--- config.mk ---
export PLATFORM = sky130hd
export DESIGN_NAME = burst_addr_gen
export DESIGN_NICKNAME = d
export VERILOG_FILES = /design/src/rtl/burst_addr_pkg.sv /design/src/rtl/burst_count.sv /design/src/rtl/burst_order_calc.sv /design/src/rtl/burst_addr_gen.sv
export SDC_FILE = /design/constraint.sdc
export NUM_CORES = 1
export LEC_CHECK = 0
export BUFFER_PORTS_ARGS = -buffer_cell sky130_fd_sc_hd__buf_2
export CAP_MARGIN = 20
export CORE_MARGIN = 5
export CORE_UTILIZATION = 51
export CTS_CLUSTER_SIZE = 40
export DETAILED_ROUTE_END_ITERATION = 16
export PLACE_DENSITY = 0.83
export SYNTH_ARGS = -nofsm -noshare
export SYNTH_HDL_FRONTEND = slang
export SYNTH_HIERARCHICAL = 1
export SYNTH_SLANG_ARGS = --single-unit
--- constraint.sdc ---
create_clock -name clk -period 6 [get_ports clk]
set_input_delay 1.5 -clock clk [delete_from_list [all_inputs] [get_ports clk]]
set_output_delay 1.5 -clock clk [all_outputs]
set_load 0.02 [all_outputs]
--- src/rtl/burst_addr_pkg.sv ---
package burst_addr_pkg;

    typedef enum logic {
        ORDER_LINEAR      = 1'b0,
        ORDER_INTERLEAVED = 1'b1
    } order_e;

endpackage

--- src/rtl/burst_count.sv ---
module burst_count #(
    parameter int CNT_W = 2
) (
    input  logic             clk,
    input  logic             rst_n,
    input  logic             restart_i,
    input  logic             step_i,
    output logic [CNT_W-1:0] cnt_q_o,
    output logic [CNT_W-1:0] cnt_d_o
);

    typedef struct packed {
        logic [CNT_W-1:0] cnt;
    } cnt_state_t;

    cnt_state_t state_d, state_q;

    always_comb begin
        state_d = state_q;
        if (restart_i) begin
            state_d.cnt = '0;
        end else if (step_i) begin
            state_d.cnt = state_q.cnt + CNT_W'(1);
        end
    end

    always_ff @(posedge clk) begin
        if (!rst_n) begin
            state_q <= '0;
        end else begin
            state_q <= state_d;
        end
    end

    assign cnt_q_o = state_q.cnt;
    assign cnt_d_o = state_d.cnt;

    AST_CNT_WRAP: assert property (@(posedge clk) disable iff (!rst_n)
        (step_i && !restart_i) |=> (cnt_q_o == CNT_W'($past(cnt_q_o) + 1'b1)));

    AST_CNT_RESTART: assert property (@(posedge clk) disable iff (!rst_n)
        restart_i |=> (cnt_q_o == '0));

endmodule

--- src/rtl/burst_order_calc.sv ---
module burst_order_calc
    import burst_addr_pkg::*;
#(
    parameter int CNT_W = 2
) (
    input  logic [CNT_W-1:0] start_low_i,
    input  logic [CNT_W-1:0] count_i,
    input  order_e           order_i,
    output logic [CNT_W-1:0] low_o
);

    logic [CNT_W-1:0] xor_low;
    logic [CNT_W-1:0] sum_low;

    for (genvar g = 0; g < CNT_W; g++) begin : g_xor_lane
        assign xor_low[g] = start_low_i[g] ^ count_i[g];
    end

    assign sum_low = start_low_i + count_i;

    always_comb begin
        case (order_i)
            ORDER_INTERLEAVED: low_o = xor_low;
            default:           low_o = sum_low;
        endcase
    end

endmodule

--- src/rtl/burst_addr_gen.sv ---
module burst_addr_gen
    import burst_addr_pkg::*;
#(
    parameter int ADDR_W = 18,
    parameter int CNT_W  = 2
) (
    input  logic              clk,
    input  logic              rst_n,
    input  logic              start_i,
    input  logic [ADDR_W-1:0] addr_i,
    input  logic              adv_n_i,
    input  logic              mode_i,
    output logic [ADDR_W-1:0] addr_o
);

    localparam int UPPER_W = ADDR_W - CNT_W;

    typedef struct packed {
        logic [UPPER_W-1:0] upper;
        logic [CNT_W-1:0]   start_low;
        logic [CNT_W-1:0]   cur_low;
    } gen_state_t;

    gen_state_t       state_d, state_q;
    logic             restart;
    logic             step;
    logic [CNT_W-1:0] cnt_q;
    logic [CNT_W-1:0] cnt_d;
    logic [CNT_W-1:0] calc_low;
    order_e           order;

    assign restart = start_i;
    assign step    = !start_i && !adv_n_i;
    assign order   = order_e'(mode_i);

    burst_count #(
        .CNT_W (CNT_W)
    ) u_count (
        .clk       (clk),
        .rst_n     (rst_n),
        .restart_i (restart),
        .step_i    (step),
        .cnt_q_o   (cnt_q),
        .cnt_d_o   (cnt_d)
    );

    burst_order_calc #(
        .CNT_W (CNT_W)
    ) u_order (
        .start_low_i (state_q.start_low),
        .count_i     (cnt_d),
        .order_i     (order),
        .low_o       (calc_low)
    );

    always_comb begin
        state_d = state_q;
        if (restart) begin
            state_d.upper     = addr_i[ADDR_W-1:CNT_W];
            state_d.start_low = addr_i[CNT_W-1:0];
            state_d.cur_low   = addr_i[CNT_W-1:0];
        end else if (step) begin
            state_d.cur_low   = calc_low;
        end
    end

    always_ff @(posedge clk) begin
        if (!rst_n) begin
            state_q <= '0;
        end else begin
            state_q <= state_d;
        end
    end

    assign addr_o = {state_q.upper, state_q.cur_low};

    AST_LOAD_EXT: assert property (@(posedge clk) disable iff (!rst_n)
        start_i |=> (addr_o == $past(addr_i)));

    AST_UPPER_HOLD: assert property (@(posedge clk) disable iff (!rst_n)
        !start_i |=> $stable(addr_o[ADDR_W-1:CNT_W]));

    AST_SUSPEND_HOLD: assert property (@(posedge clk) disable iff (!rst_n)
        (!start_i && adv_n_i) |=> $stable(addr_o));

    AST_INTERLEAVE_STEP: assert property (@(posedge clk) disable iff (!rst_n)
        (step && mode_i) |=> ((addr_o[CNT_W-1:0] ^ state_q.start_low) == cnt_q));

    AST_LINEAR_STEP: assert property (@(posedge clk) disable iff (!rst_n)
        (step && !mode_i) |=> (CNT_W'(addr_o[CNT_W-1:0] - state_q.start_low) == cnt_q));

endmodule

# Word-level counts from Yosys, hierarchy flattened
# Index checks and enable logic that the tools add are counted.
dict set report totals {
  mem_bits_ro 0
  output_inout_bits 18
  word_cells 17
  ram_bits 0
  latch_bits 0
  in_bits 23
  memories 0
  ff_bits 22
}
dict set report classes {
  mul 0
  n_eq_ne 0
  muxes 5
  add_sub_neg 2
  shift 0
  magnitude_cmp 0
  bitwise 2
  n_reduce_logical 4
  div_mod_pow 0
}
# cell n
set ops {}
lappend ops {{$mux W2} 5}
lappend ops {{$add A2 B1 Y2 const B} 1}
lappend ops {{$add A2 B2 Y2} 1}
lappend ops {{$logic_not A1 Y1} 2}
lappend ops {{$reduce_bool A2 Y1} 1}
lappend ops {{$xor A1 B1 Y1} 2}
lappend ops {{$logic_and A1 B1 Y1} 1}

# Logic depth before layout (Yosys ltp)
dict set report logic_depth {
  ltp_word 8
  mapped_depth 10
  ltp_nobuf 8
}

# Modules after synthesis
# The synthesis kept the hierarchy.
# module area_each_um2 cells_each seq_area_each_um2 n_inst
set modules_own_cells {}
lappend modules_own_cells {burst_addr_gen 929.6 86 400.4 1}
lappend modules_own_cells {burst_count 97.6 10 40.0 1}
lappend modules_own_cells {burst_order_calc 36.3 4 0.0 1}

# Least setup slack after synthesis
# OpenSTA, ideal clock, no wires.
dict set report synth_timing {
  path_kind {in2reg}
  start {in start_i}
  end {reg state_q, in the netlist addr_o[1]}
  required_time_ns 5.884
  setup_ns 0.116
  slack_ns 2.853
  path_buffers 2
  t_arrival_ns 3.031
  path_stages 10
  cell_sequence {buf_4 -> buf_6 -> nor2_1 -> xnor2_1 -> nor2_1 -> ha_1 -> nor2b_1 -> xnor2_1 -> mux2_1 -> o211a_1}
}
dict set report synth_between {
  elab_chain_len 8
  elab_cells_between_ends 10
  classes_between {add/sub: 1; mux: 5; bitwise: 1; reduce/logical: 3}
}
# element line
set synth_lines {}
lappend synth_lines {{start: declaration} burst_addr_gen.sv:9} ;# input logic start_i,
lappend synth_lines {{$logic_not A1 Y1} burst_addr_gen.sv:33} ;# assign step = !start_i && !adv_n_i;
lappend synth_lines {{$logic_and A1 B1 Y1} burst_addr_gen.sv:33}
lappend synth_lines {{via step} burst_addr_gen.sv:26} ;# logic step;
lappend synth_lines {{$mux W2} burst_count.sv:22} ;# end else if (step_i) begin
lappend synth_lines {{$mux W2} burst_count.sv:20} ;# if (restart_i) begin
lappend synth_lines {{via cnt_d[0]} burst_addr_gen.sv:28} ;# logic [CNT_W-1:0] cnt_d;
lappend synth_lines {{$add A2 B2 Y2} burst_order_calc.sv:19} ;# assign sum_low = start_low_i + count_i;
lappend synth_lines {{$mux W2} burst_order_calc.sv:22} ;# case (order_i)
lappend synth_lines {{via calc_low[1]} burst_addr_gen.sv:29} ;# logic [CNT_W-1:0] calc_low;
lappend synth_lines {{$mux W2} burst_addr_gen.sv:62} ;# end else if (step) begin
lappend synth_lines {{$mux W2} burst_addr_gen.sv:58} ;# if (restart) begin
lappend synth_lines {{end signal: assignment} burst_addr_gen.sv:71} ;# state_q <= state_d;
lappend synth_lines {{end: declaration} burst_addr_gen.sv:24} ;# gen_state_t state_d, state_q;
# The timed path passes the listed nets, and every way through them passes these cells. The select of a mux whose other input is x is not followed.
# A chain may end at the register's enable or synchronous reset.

# Final worst setup path
# Ends and elaborated chain as after synthesis.

==> flow_metrics.env <==
export IMPL_gr_total_overflow=0
export IMPL_grt_pass1_wl_um=2990
export IMPL_min_path_type="flip-flop to flip-flop"
export IMPL_endpoint_kind="flip-flop"
export IMPL_wl_met2_um=906
export IMPL_fill_cells=192
export IMPL_final_core_util_pct=57.7
export IMPL_wl_met1_um=670
export IMPL_numCtsBuffers=3
export IMPL_drtAntennaViolNets=0
export IMPL_setup_viol=0
export IMPL_yosysSeqAreaShare_pct=41.4
export IMPL_cts_hold_buf=0
export IMPL_drc=0
export IMPL_io_pins=41
export IMPL_io_buffers=40
export IMPL_maxCapViolations=0
export IMPL_die_w_um=55.7
export IMPL_placementRows=16
export IMPL_synth_cell_types=17
export IMPL_final_common_cell="buf_2"
export IMPL_fin_crit_ns=3.20
export IMPL_grt_pass1_vias=718
export IMPL_clock_sinks=22
export IMPL_firstDrtPassIters=2
export IMPL_top_layer="met4"
export IMPL_clk_pin_slew_ns=0.11
export IMPL_grt_use_total_pct=11.8
export IMPL_synth_area_um2=1060
export IMPL_syn_to_final_growth_pct=7.53
export IMPL_final_cell_mix="buf_2 (40), dfxtp_1 (22), nor2b_1 (19), mux2i_1 (18)"
export IMPL_drt_wirelength_per_cell_um=11.6
export IMPL_viasPerCell=4.71
export IMPL_antenna_found_initial=0
export IMPL_final_min_period_over_clock_period_pct=53.4
export IMPL_start_util_pct=53.7
export IMPL_synth_seq_cells=22
export IMPL_peakVddDrop_uv=172
export IMPL_status="finished, final reports clean"
export IMPL_syn_nets=124
export IMPL_clk_path_buf_depth=2
export IMPL_fmax_mhz=312
export IMPL_grt_max_degree=27
export IMPL_die_h_um=55.7
export IMPL_met3WireLength_um=116
export IMPL_max_slew_worst_pin_slew_ns=0.634
export IMPL_start_kind="primary input"
export IMPL_fin_setup_tns_ns=0
export IMPL_skew_ns=0.000754
export IMPL_clock_root_buffer="clkbuf_4"
export IMPL_nets=146
export IMPL_syn_area_per_cell_um2=10.6
export IMPL_cts_tree="done"
export IMPL_wirelength_um=1710
export IMPL_dpl_hpwl_um=1350
export IMPL_arrival_ns=3.39
export IMPL_power_leakage_uw=0.000580
export IMPL_syn_inst=100
export IMPL_slew_viol_final=0
export IMPL_grt_setup_unrepaired="no"
export IMPL_slew_headroom_pct=57.8
export IMPL_drive_gt1_share_pct=37.5
export IMPL_antennaDiodeCount=0
export IMPL_post_cts_setup_buffers=0
export IMPL_crit_required_ns=6.19
export IMPL_clkLatencyLatePin_ns=0.29
export IMPL_gp_congestion=0.667
export IMPL_routed_via_count=693
export IMPL_dieArea_um2=3100
export IMPL_path_class="primary input to flip-flop"
export IMPL_path_max_fanout=26
export IMPL_yosys_warnings=6
export IMPL_cts_resized=0
export IMPL_core_area_um2=1980
export IMPL_cellPowerDensity_nw_per_um2=234
export IMPL_finalHoldViolCount=0
export IMPL_drt_initial_drc_count=3
export IMPL_cts_max_level=1
==> metrics by stage <==
stage	area (µm²)	power, µW	hold WS, ns	instances	worst slack (ns)
2_1_floorplan	1060	204	0.484	100	2.85
3_3_place_gp	1120	208	0.493	144	2.54
3_5_place_dp	1120	210	0.503	144	2.44
4_1_cts	1140	272	0.530	147	2.78
5_1_grt	1140	285	0.554	147	2.61
6_report	1140	267	0.524	147	2.80
==> worst paths after layout <==
path | to | start | cells past startpoint | slack, ns
worst max-delay path | addr_o[1] | start_i | 9 | 2.80
worst min-delay path | addr_o[17] | addr_o[17] | 2 | 0.52
worst max register to register | addr_o[1] | u_count/cnt_q_o[0] | 7 | 4.38
worst min register to register | addr_o[17] | addr_o[17] | 2 | 0.52
==> kinds of logic after synthesis <==
family          Yosys count  synth area share (%)
compound gates            5                  4.47
mux                      20                  19.1
xor+xnor                  3                  2.47
buf+inv                  23                  16.6
flops                    22                  41.4
fa+ha+maj                 1                  1.18
simple gates             26                  14.8
==> area by class of cell <==
cell class / count / area, µm² / area share (%)
well taps: 27 / 33.8 / 2.95
clock buffers: 3 / 22.5 / 1.97
multi-input cells: 55 / 447 / 39.1
flip-flops and latches: 22 / 440 / 38.5
repair buffers: 40 / 200 / 17.5
==> registers in the layout, summed over array words and instances, names as in the netlist <==
signal and count:
addr_o 18, state_q 2, u_count/cnt_q_o 2
==> worst max-delay path, stage by stage <==
cell and delay [ns]:
buf_2 0.50, nor2_1 0.19, xnor2_1 0.22, nor2_1 0.06
ha_1 0.19, nor2b_1 0.13, xnor2_1 0.11, mux2_1 0.27
o211a_1 0.20
==> power by group <==
group | internal, µW | leakage [µW] | switching, µW
clock | 23.3 | 0.0000138 | 38.0
combinational | 22.3 | 0.000384 | 25.2
sequential | 154 | 0.000182 | 3.95
total | 200 | 0.000580 | 67.1
==> Yosys cell counts <==
cell type  count  area (µm²)
buf_6          1        11.3
ha_1           1        12.5
nand2b_1       2        12.5
or2b_1         1        7.51
a21oi_2        2        17.5
dfxtp_1       22         440
mux2_1         2        22.5
a21bo_1        1        10.0
nor2_1         3        11.3
nand3b_1       1        7.51
clkbuf_1       2        7.51
buf_8          1        15.0
mux2i_1       18         180
o211a_1        2        20.0
xnor2_1        3        26.3
nor2b_1       19         119
buf_4         19         143
==> routing by layer <==
layer  up-vias  GRT usage, %
met5         -             0
met4         0          5.21
met3         2          4.18
met2        16          21.8
met1       325          11.8
li1        350             -
No activity file was read; power rests on OpenSTA's default activity.
